<file path="src/rtl/gang_pkg.sv">
package gang_pkg;
  localparam int CFG_W    = 8;
  localparam int PORT_W   = 8;
  localparam int NPINS    = 2 * PORT_W;
  localparam int NSEL     = CFG_W - 1;
  localparam int MASTER   = 0;
  localparam int PC_SELS  = 3;
  localparam int PB_FIRST = 2;

  typedef enum logic [1:0] {
    SRC_PORT   = 2'd0,
    SRC_PERIPH = 2'd1,
    SRC_GANG   = 2'd2,
    SRC_ANALOG = 2'd3
  } pin_src_e;

  // pin index joined by select bit k (1..NSEL)
  function automatic int sel_to_pin(input int k);
    if (k <= PC_SELS) return k;
    return PORT_W + PB_FIRST + (k - PC_SELS - 1);
  endfunction
endpackage

</file>
<file path="src/rtl/gang_cfg_reg.sv">
module gang_cfg_reg #(
  parameter int W = 8
) (
  input  logic         clk,
  input  logic         rst_n,
  input  logic         wr,
  input  logic [W-1:0] wdata,
  output logic [W-1:0] q,
  output logic         written
);
  logic take;
  assign take = wr && !written;

  always_ff @(posedge clk) begin
    if (!rst_n) begin
      q       <= '0;
      written <= 1'b0;
    end else if (take) begin
      q       <= wdata;
      written <= 1'b1;
    end
  end
endmodule

</file>
<file path="src/rtl/gang_member_map.sv">
module gang_member_map
  import gang_pkg::*;
#(
  parameter int NP = NPINS,
  parameter int NS = NSEL
) (
  input  logic [NS:0]   cfg,
  output logic [NP-1:0] member
);
  always_comb begin
    member = '0;
    if (cfg[0]) begin
      member[MASTER] = 1'b1;
      for (int k = 1; k <= NS; k++) begin
        if (cfg[k]) member[sel_to_pin(k)] = 1'b1;
      end
    end
  end
endmodule

</file>
<file path="src/rtl/gang_pin_cell.sv">
module gang_pin_cell
  import gang_pkg::*;
(
  input  logic member,
  input  logic analog,
  input  logic p_en,
  input  logic p_oe,
  input  logic p_do,
  input  logic dir,
  input  logic dout,
  input  logic drv,
  input  logic slew,
  input  logic m_dout,
  input  logic m_drv,
  input  logic m_slew,
  output logic oe,
  output logic dq,
  output logic ds,
  output logic sr
);
  pin_src_e src;

  always_comb begin
    if (analog)      src = SRC_ANALOG;
    else if (member) src = SRC_GANG;
    else if (p_en)   src = SRC_PERIPH;
    else             src = SRC_PORT;
  end

  always_comb begin
    unique case (src)
      SRC_ANALOG: begin oe = 1'b0; dq = 1'b0;   ds = 1'b0;  sr = 1'b0;   end
      SRC_GANG:   begin oe = 1'b1; dq = m_dout; ds = m_drv; sr = m_slew; end
      SRC_PERIPH: begin oe = p_oe; dq = p_do;   ds = drv;   sr = slew;   end
      default:    begin oe = dir;  dq = dout;   ds = drv;   sr = slew;   end
    endcase
  end
endmodule

</file>
<file path="src/rtl/gang_drive_top.sv">
module gang_drive_top
  import gang_pkg::*;
#(
  parameter int CW = CFG_W,
  parameter int NP = NPINS
) (
  input  logic          clk,
  input  logic          rst_n,
  input  logic          cfg_wr,
  input  logic [CW-1:0] cfg_wdata,
  output logic [CW-1:0] cfg_rdata,
  input  logic [NP-1:0] port_dir,
  input  logic [NP-1:0] port_dout,
  input  logic [NP-1:0] port_drv,
  input  logic [NP-1:0] port_slew,
  input  logic [NP-1:0] periph_en,
  input  logic [NP-1:0] periph_oe,
  input  logic [NP-1:0] periph_dout,
  input  logic [NP-1:0] analog_en,
  output logic [NP-1:0] pad_oe,
  output logic [NP-1:0] pad_do,
  output logic [NP-1:0] pad_drv,
  output logic [NP-1:0] pad_slew
);
  logic          cfg_written;
  logic [NP-1:0] gang_member;

  gang_cfg_reg #(.W(CW)) cfg_i (
    .clk     (clk),
    .rst_n   (rst_n),
    .wr      (cfg_wr),
    .wdata   (cfg_wdata),
    .q       (cfg_rdata),
    .written (cfg_written)
  );

  gang_member_map #(.NP(NP), .NS(CW-1)) map_i (
    .cfg    (cfg_rdata),
    .member (gang_member)
  );

  for (genvar i = 0; i < NP; i++) begin : g_pin
    gang_pin_cell cell_i (
      .member (gang_member[i]),
      .analog (analog_en[i]),
      .p_en   (periph_en[i]),
      .p_oe   (periph_oe[i]),
      .p_do   (periph_dout[i]),
      .dir    (port_dir[i]),
      .dout   (port_dout[i]),
      .drv    (port_drv[i]),
      .slew   (port_slew[i]),
      .m_dout (port_dout[MASTER]),
      .m_drv  (port_drv[MASTER]),
      .m_slew (port_slew[MASTER]),
      .oe     (pad_oe[i]),
      .dq     (pad_do[i]),
      .ds     (pad_drv[i]),
      .sr     (pad_slew[i])
    );
  end
endmodule

</file>
<file path="config.mk">
export PLATFORM = sky130hd
export DESIGN_NAME = gang_drive_top
export DESIGN_NICKNAME = d
export VERILOG_FILES = /design/src/rtl/gang_pkg.sv /design/src/rtl/gang_cfg_reg.sv /design/src/rtl/gang_member_map.sv /design/src/rtl/gang_pin_cell.sv /design/src/rtl/gang_drive_top.sv
export SDC_FILE = /design/constraint.sdc
export NUM_CORES = 1
export LEC_CHECK = 0
export BUFFER_PORTS_ARGS = -buffer_cell sky130_fd_sc_hd__buf_2
export CAP_MARGIN = 30
export CELL_PAD_IN_SITES_DETAIL_PLACEMENT = 0
export CELL_PAD_IN_SITES_GLOBAL_PLACEMENT = 2
export CORE_AREA = 5 5 109 121
export CTS_CLUSTER_SIZE = 12
export DETAILED_ROUTE_END_ITERATION = 7
export DIE_AREA = 0 0 114 126
export GPL_TIMING_DRIVEN = 1
export PLACE_DENSITY = 0.83
export SLEW_MARGIN = 20
export SYNTH_ARGS = -nofsm -noshare
export SYNTH_HDL_FRONTEND = slang
export SYNTH_SLANG_ARGS = --single-unit
</file>
<file path="constraint.sdc">
create_clock -name clk -period 2.6 [get_ports clk]
set_input_delay 0.26 -clock clk [delete_from_list [all_inputs] [get_ports clk]]
set_output_delay 0.26 -clock clk [all_outputs]
set_load 0.01 [all_outputs]
</file>
## Word-level counts from Yosys, hierarchy flattened

Cells that the tools add are included.

- Register bits after elaboration: 9
- Input bits: 139
- Output and inout bits: 72

- Magnitude comparators: 6
- Equal/unequal tests: 48
- Muxes and demuxes: 143
- Bitwise logic cells: 2
- Reduce and logical (&&, ||, !) cells: 5

Operator list:

| kind | number |
|---|---|
| 32-bit two-way mux | 6 |
| 32-bit by 1-bit greater-or-equal comparator with 1-bit output (second input constant) | 3 |
| 32-bit by 6-bit less-than comparator with 1-bit output (second input constant) | 3 |
| 16-bit two-way mux | 6 |
| 1-bit one-hot mux with 3 select lines | 31 |
| 2-bit == test (second input constant) | 32 |
| 2-bit two-way mux | 32 |
| 1-bit one-hot mux with 2 select lines | 31 |
| 2-bit by 1-bit == test with 1-bit output (second input constant) | 16 |
| 16-bit bitwise OR | 2 |
| 1-bit two-way mux | 31 |
| 1-bit demux with 4-bit select | 3 |
| 4-bit two-way mux | 2 |
| 1-bit logical AND | 4 |
| 3-bit two-way mux | 1 |
| 1-bit logical NOT | 1 |

## Longest topological paths before layout

- Word-level depth: 22
- Mapped depth: 5
- Mapped depth without buffers: 3

## Cells and area by module

A second synthesis with hierarchy kept.

- Cell total of the unflattened synthesis: 215
- Area, all modules: 1691.6 µm²

By module, submodules not included:

| module | instances | cells an instance | area each (µm²) |
|---|---|---|---|
| gang_pin_cell | 16 | 10 | 75.1 |
| gang_cfg_reg | 1 | 38 | 375.4 |
| gang_member_map | 1 | 17 | 115.1 |

## Worst setup path after synthesis

Ideal clock, no wire load.

- Path type: register to output
- From: reg cfg_i.q[0]
- To: out pad_do[10]
- Arrival time: 0.950 ns
- Path slack: 1.390 ns
- Stages on the path, launching flop included: 5
- Path buffers: 2
- Cells stage by stage: dfxtp_1 buf_6 nand2_2 a211oi_2 buf_4

- Cells in the longest elaborated chain, start to end: 5
- Elaborated cells on any way between the ends: 7
- Those cells by class: eq/ne: 3; mux: 4

RTL lines:

| what | RTL line | source |
|---|---|---|
| start, declared | gang_cfg_reg.sv:8 | `output logic [W-1:0] q,` |
| start signal, assigned | gang_cfg_reg.sv:19 | `q <= wdata;` |
| 16-bit two-way mux * | gang_member_map.sv:12 | `if (cfg[0]) begin` |
| 2-bit two-way mux * | gang_pin_cell.sv:25 | `else if (member) src = SRC_GANG;` |
| 2-bit two-way mux * | gang_pin_cell.sv:24 | `if (analog) src = SRC_ANALOG;` |
| 2-bit by 1-bit == test with 1-bit output or 2-bit == test (tied branches) | gang_pin_cell.sv:31 | `unique case (src)` |
| 1-bit one-hot mux with 3 select lines * | gang_pin_cell.sv:31 |  |
| end, declared | gang_drive_top.sv:21 | `output logic [NP-1:0] pad_do,` |

Mark *: on every way between the ends. The rest lies on a longest branch, timed or not.

## Worst setup path in the final report

- From: reg cfg_i.q[0]
- To: out pad_do[13]

The elaborated chain is that of the path after synthesis.

==> flow_summary.toml <==
[placed_design]
port_buffers = 210
place_area_um2 = 2451
gp_congestion = 0.8044
hpwl_um = 5586
dp.cells = 532

[setup_path]
end_kind = "output port"
cp.arrival_ns = 1.42
worstSetupPathType = "reg -> out"
worstPathRequired_ns = 2.34
cp-start-kind = "flop"
path_max_fanout = 24

[grt]
grt_max_degree = 25
grt_pass1_wl_um = 9190
antenna_found_initial = 0
grt-ovfl-total = 0
grt_usage_pct = 7.651
grt_pass1_vias = 2038

[sta]
setup_viol = 0
rsz0062_at_grt = "false"
drv_slew = 0
min_period_ns = 1.683
fin_crit_sh_pct = 64.73
finalClockSkew_ns = 0.0002211
hold_viol = 0
worst_pin_slew_ns = 0.5061
fmax_ghz = 0.5942
slew_headroom_pct = 66.11
tns_ns = 0

[logic_synthesis]
synth_ff_type = "dfxtp_1"
postSynthCellCount = 238
ys_ff_latch = 9
synth.area.top_cells = "buf_4 (29%), mux2i_1 (23%), dfxtp_1 (10%)"
synth_edf_count = 0
avgSynthCellArea_um2 = 7.271
async_flop_share_pct = 0
mappedNetlistArea_um2 = 1730
synth_top_area_share_pct = 28.63
yosys_warnings = 0
netlist.top_cell.by_area = "buf_4"
synthTopCellsByCount = "buf_4 (66), mux2i_1 (39), nor2b_1 (28)"
synth_seq_area_share_pct = 10.41
synthesis.nets = 377
yosys.cell_types.count = 16
synth.most_common_cell = "buf_4"

[final_layout]
fin_cells = 536
diodes = 0
drive_above_1_share_pct = 58.38
fin_util_pct = 21.40
design_area_um2 = 2530
area_delta_synth_final_pct = 46.20
nets = 522

[cts]
cts_buffers = 3
clock_tree.root_cell = "clkbuf_16"
ctsHoldBuffers = 0
clock_path_buffers = 2
post_cts_buffers = 0
htree_levels = 1
clkSinkCount = 9
path_clk_slew_ns = 0.04
cts-resized-gates = 0
cts_tree = "yes"
clk_latency_ns = 0.23

[floorplan]
ios = 211
start_util_pct = 14.63
die_x_um = 114
rows = 42
die_h_um = 126
coreArea_um2 = 11820
die_area_um2 = 14360

[detailed_routing]
post-route-drc-count = 0
routed_via_density = 3.810
wl_per_cell_um = 11.43
routed-via-count = 2042
routed_wl_um = 6129
firstDrtPassIters = 3
drt_iter0_drc = 31
postRouteAntennaNets = 0

[power]
swShare_pct = 30.61
p_leak_nw = 1.451
combPwrFrac_pct = 44.4
p_int_mw = 0.5299
vdd_drop_max_v = 0.0002131
seqPwrFrac_pct = 20.8
p_sw_mw = 0.2338
power.density_nw_per_um2 = 301.9
clkPwrFrac_pct = 34.9

[status]
status = "finished, final reports clean"

[run]
cap_viol_max_count = 0

[hold_path]
hold_class = "in -> reg"
==> sequential cells by signal (all words and copies together), names as in the netlist <==
signal / flops
cfg_i.q: 8
cfg_i.written: 1
==> worst paths after layout <==
check / cells after the start / to / slack (ns) / startpoint
min reg2reg: 1 / cfg_i.written / 0.49 / cfg_i.written
max reg2reg: 3 / cfg_i.q[7] / 1.44 / cfg_i.written
max: 4 / pad_do[13] / 0.92 / cfg_i.q[0]
min: 2 / cfg_i.written / 0.25 / cfg_wr
==> through the flow <==
stage          worst slack (ns)  total power, mW  hold slack (ns)
2_1_floorplan             1.390           0.3885           0.3702
6_report                 0.9170           0.7638           0.2499
4_1_cts                  0.9098           0.7772           0.2436
3_5_place_dp              1.167           0.5051           0.4800
3_3_place_gp              1.198           0.5021           0.4669
5_1_grt                  0.7903           0.8173           0.2474
==> power by group through the flow <==
stage | registers, mW | logic, mW | clock network (mW)
after global routing | 0.160 | 0.375 | 0.282
after global placement | 0.160 | 0.342 | 0
after floorplan | 0.162 | 0.227 | 0
after detailed placement | 0.161 | 0.344 | 0
after CTS | 0.159 | 0.345 | 0.273
final | 0.158 | 0.339 | 0.266
==> routing by layer <==
metal	vias up	track usage, %	wire length [um]
met4	0	2.376	96
met2	160	13.92	2905
met3	6	3.359	1098
met5	-	0	0
li1	1022	-	-
met1	854	7.790	2029
==> critical path: stages, from the launching register on <==
cell	delay (ns)
dfxtp_1	0.33
buf_4	0.28
nand2_1	0.17
a211oi_1	0.23
buf_2	0.17
==> placed cells by master, fill, tap and decap left out <==
cell and instances:
buf_4 1, nand3_1 14, nor2b_1 28, nand2_1 17
clkbuf_1 1, buf_2 210, nor2b_2 1, nor2_1 25
o21a_1 1, a21oi_1 21, a211oi_2 4, mux2i_1 39
nand2_2 4, dfxtp_1 9, clkbuf_16 3, a211oi_1 4
==> logic make-up (layout without fill, tap and decap cells) <==
family | Yosys count | in the layout | share of synthesized area, %
flops | 9 | 9 | 10.41
buf+inv | 71 | 215 | 30.66
simple gates | 89 | 89 | 25.24
mux | 39 | 39 | 22.56
compound gates | 30 | 30 | 11.14
==> cell type report <==
class                   instances  area (um2)
repair buffers                211        1059
multi-input cells             158        1020
flip-flops and latches          9       180.2
well taps                     154       192.7
fillers                      1342        9294
clock buffers                   4       78.83
Power figures use the tool's default switching activity.
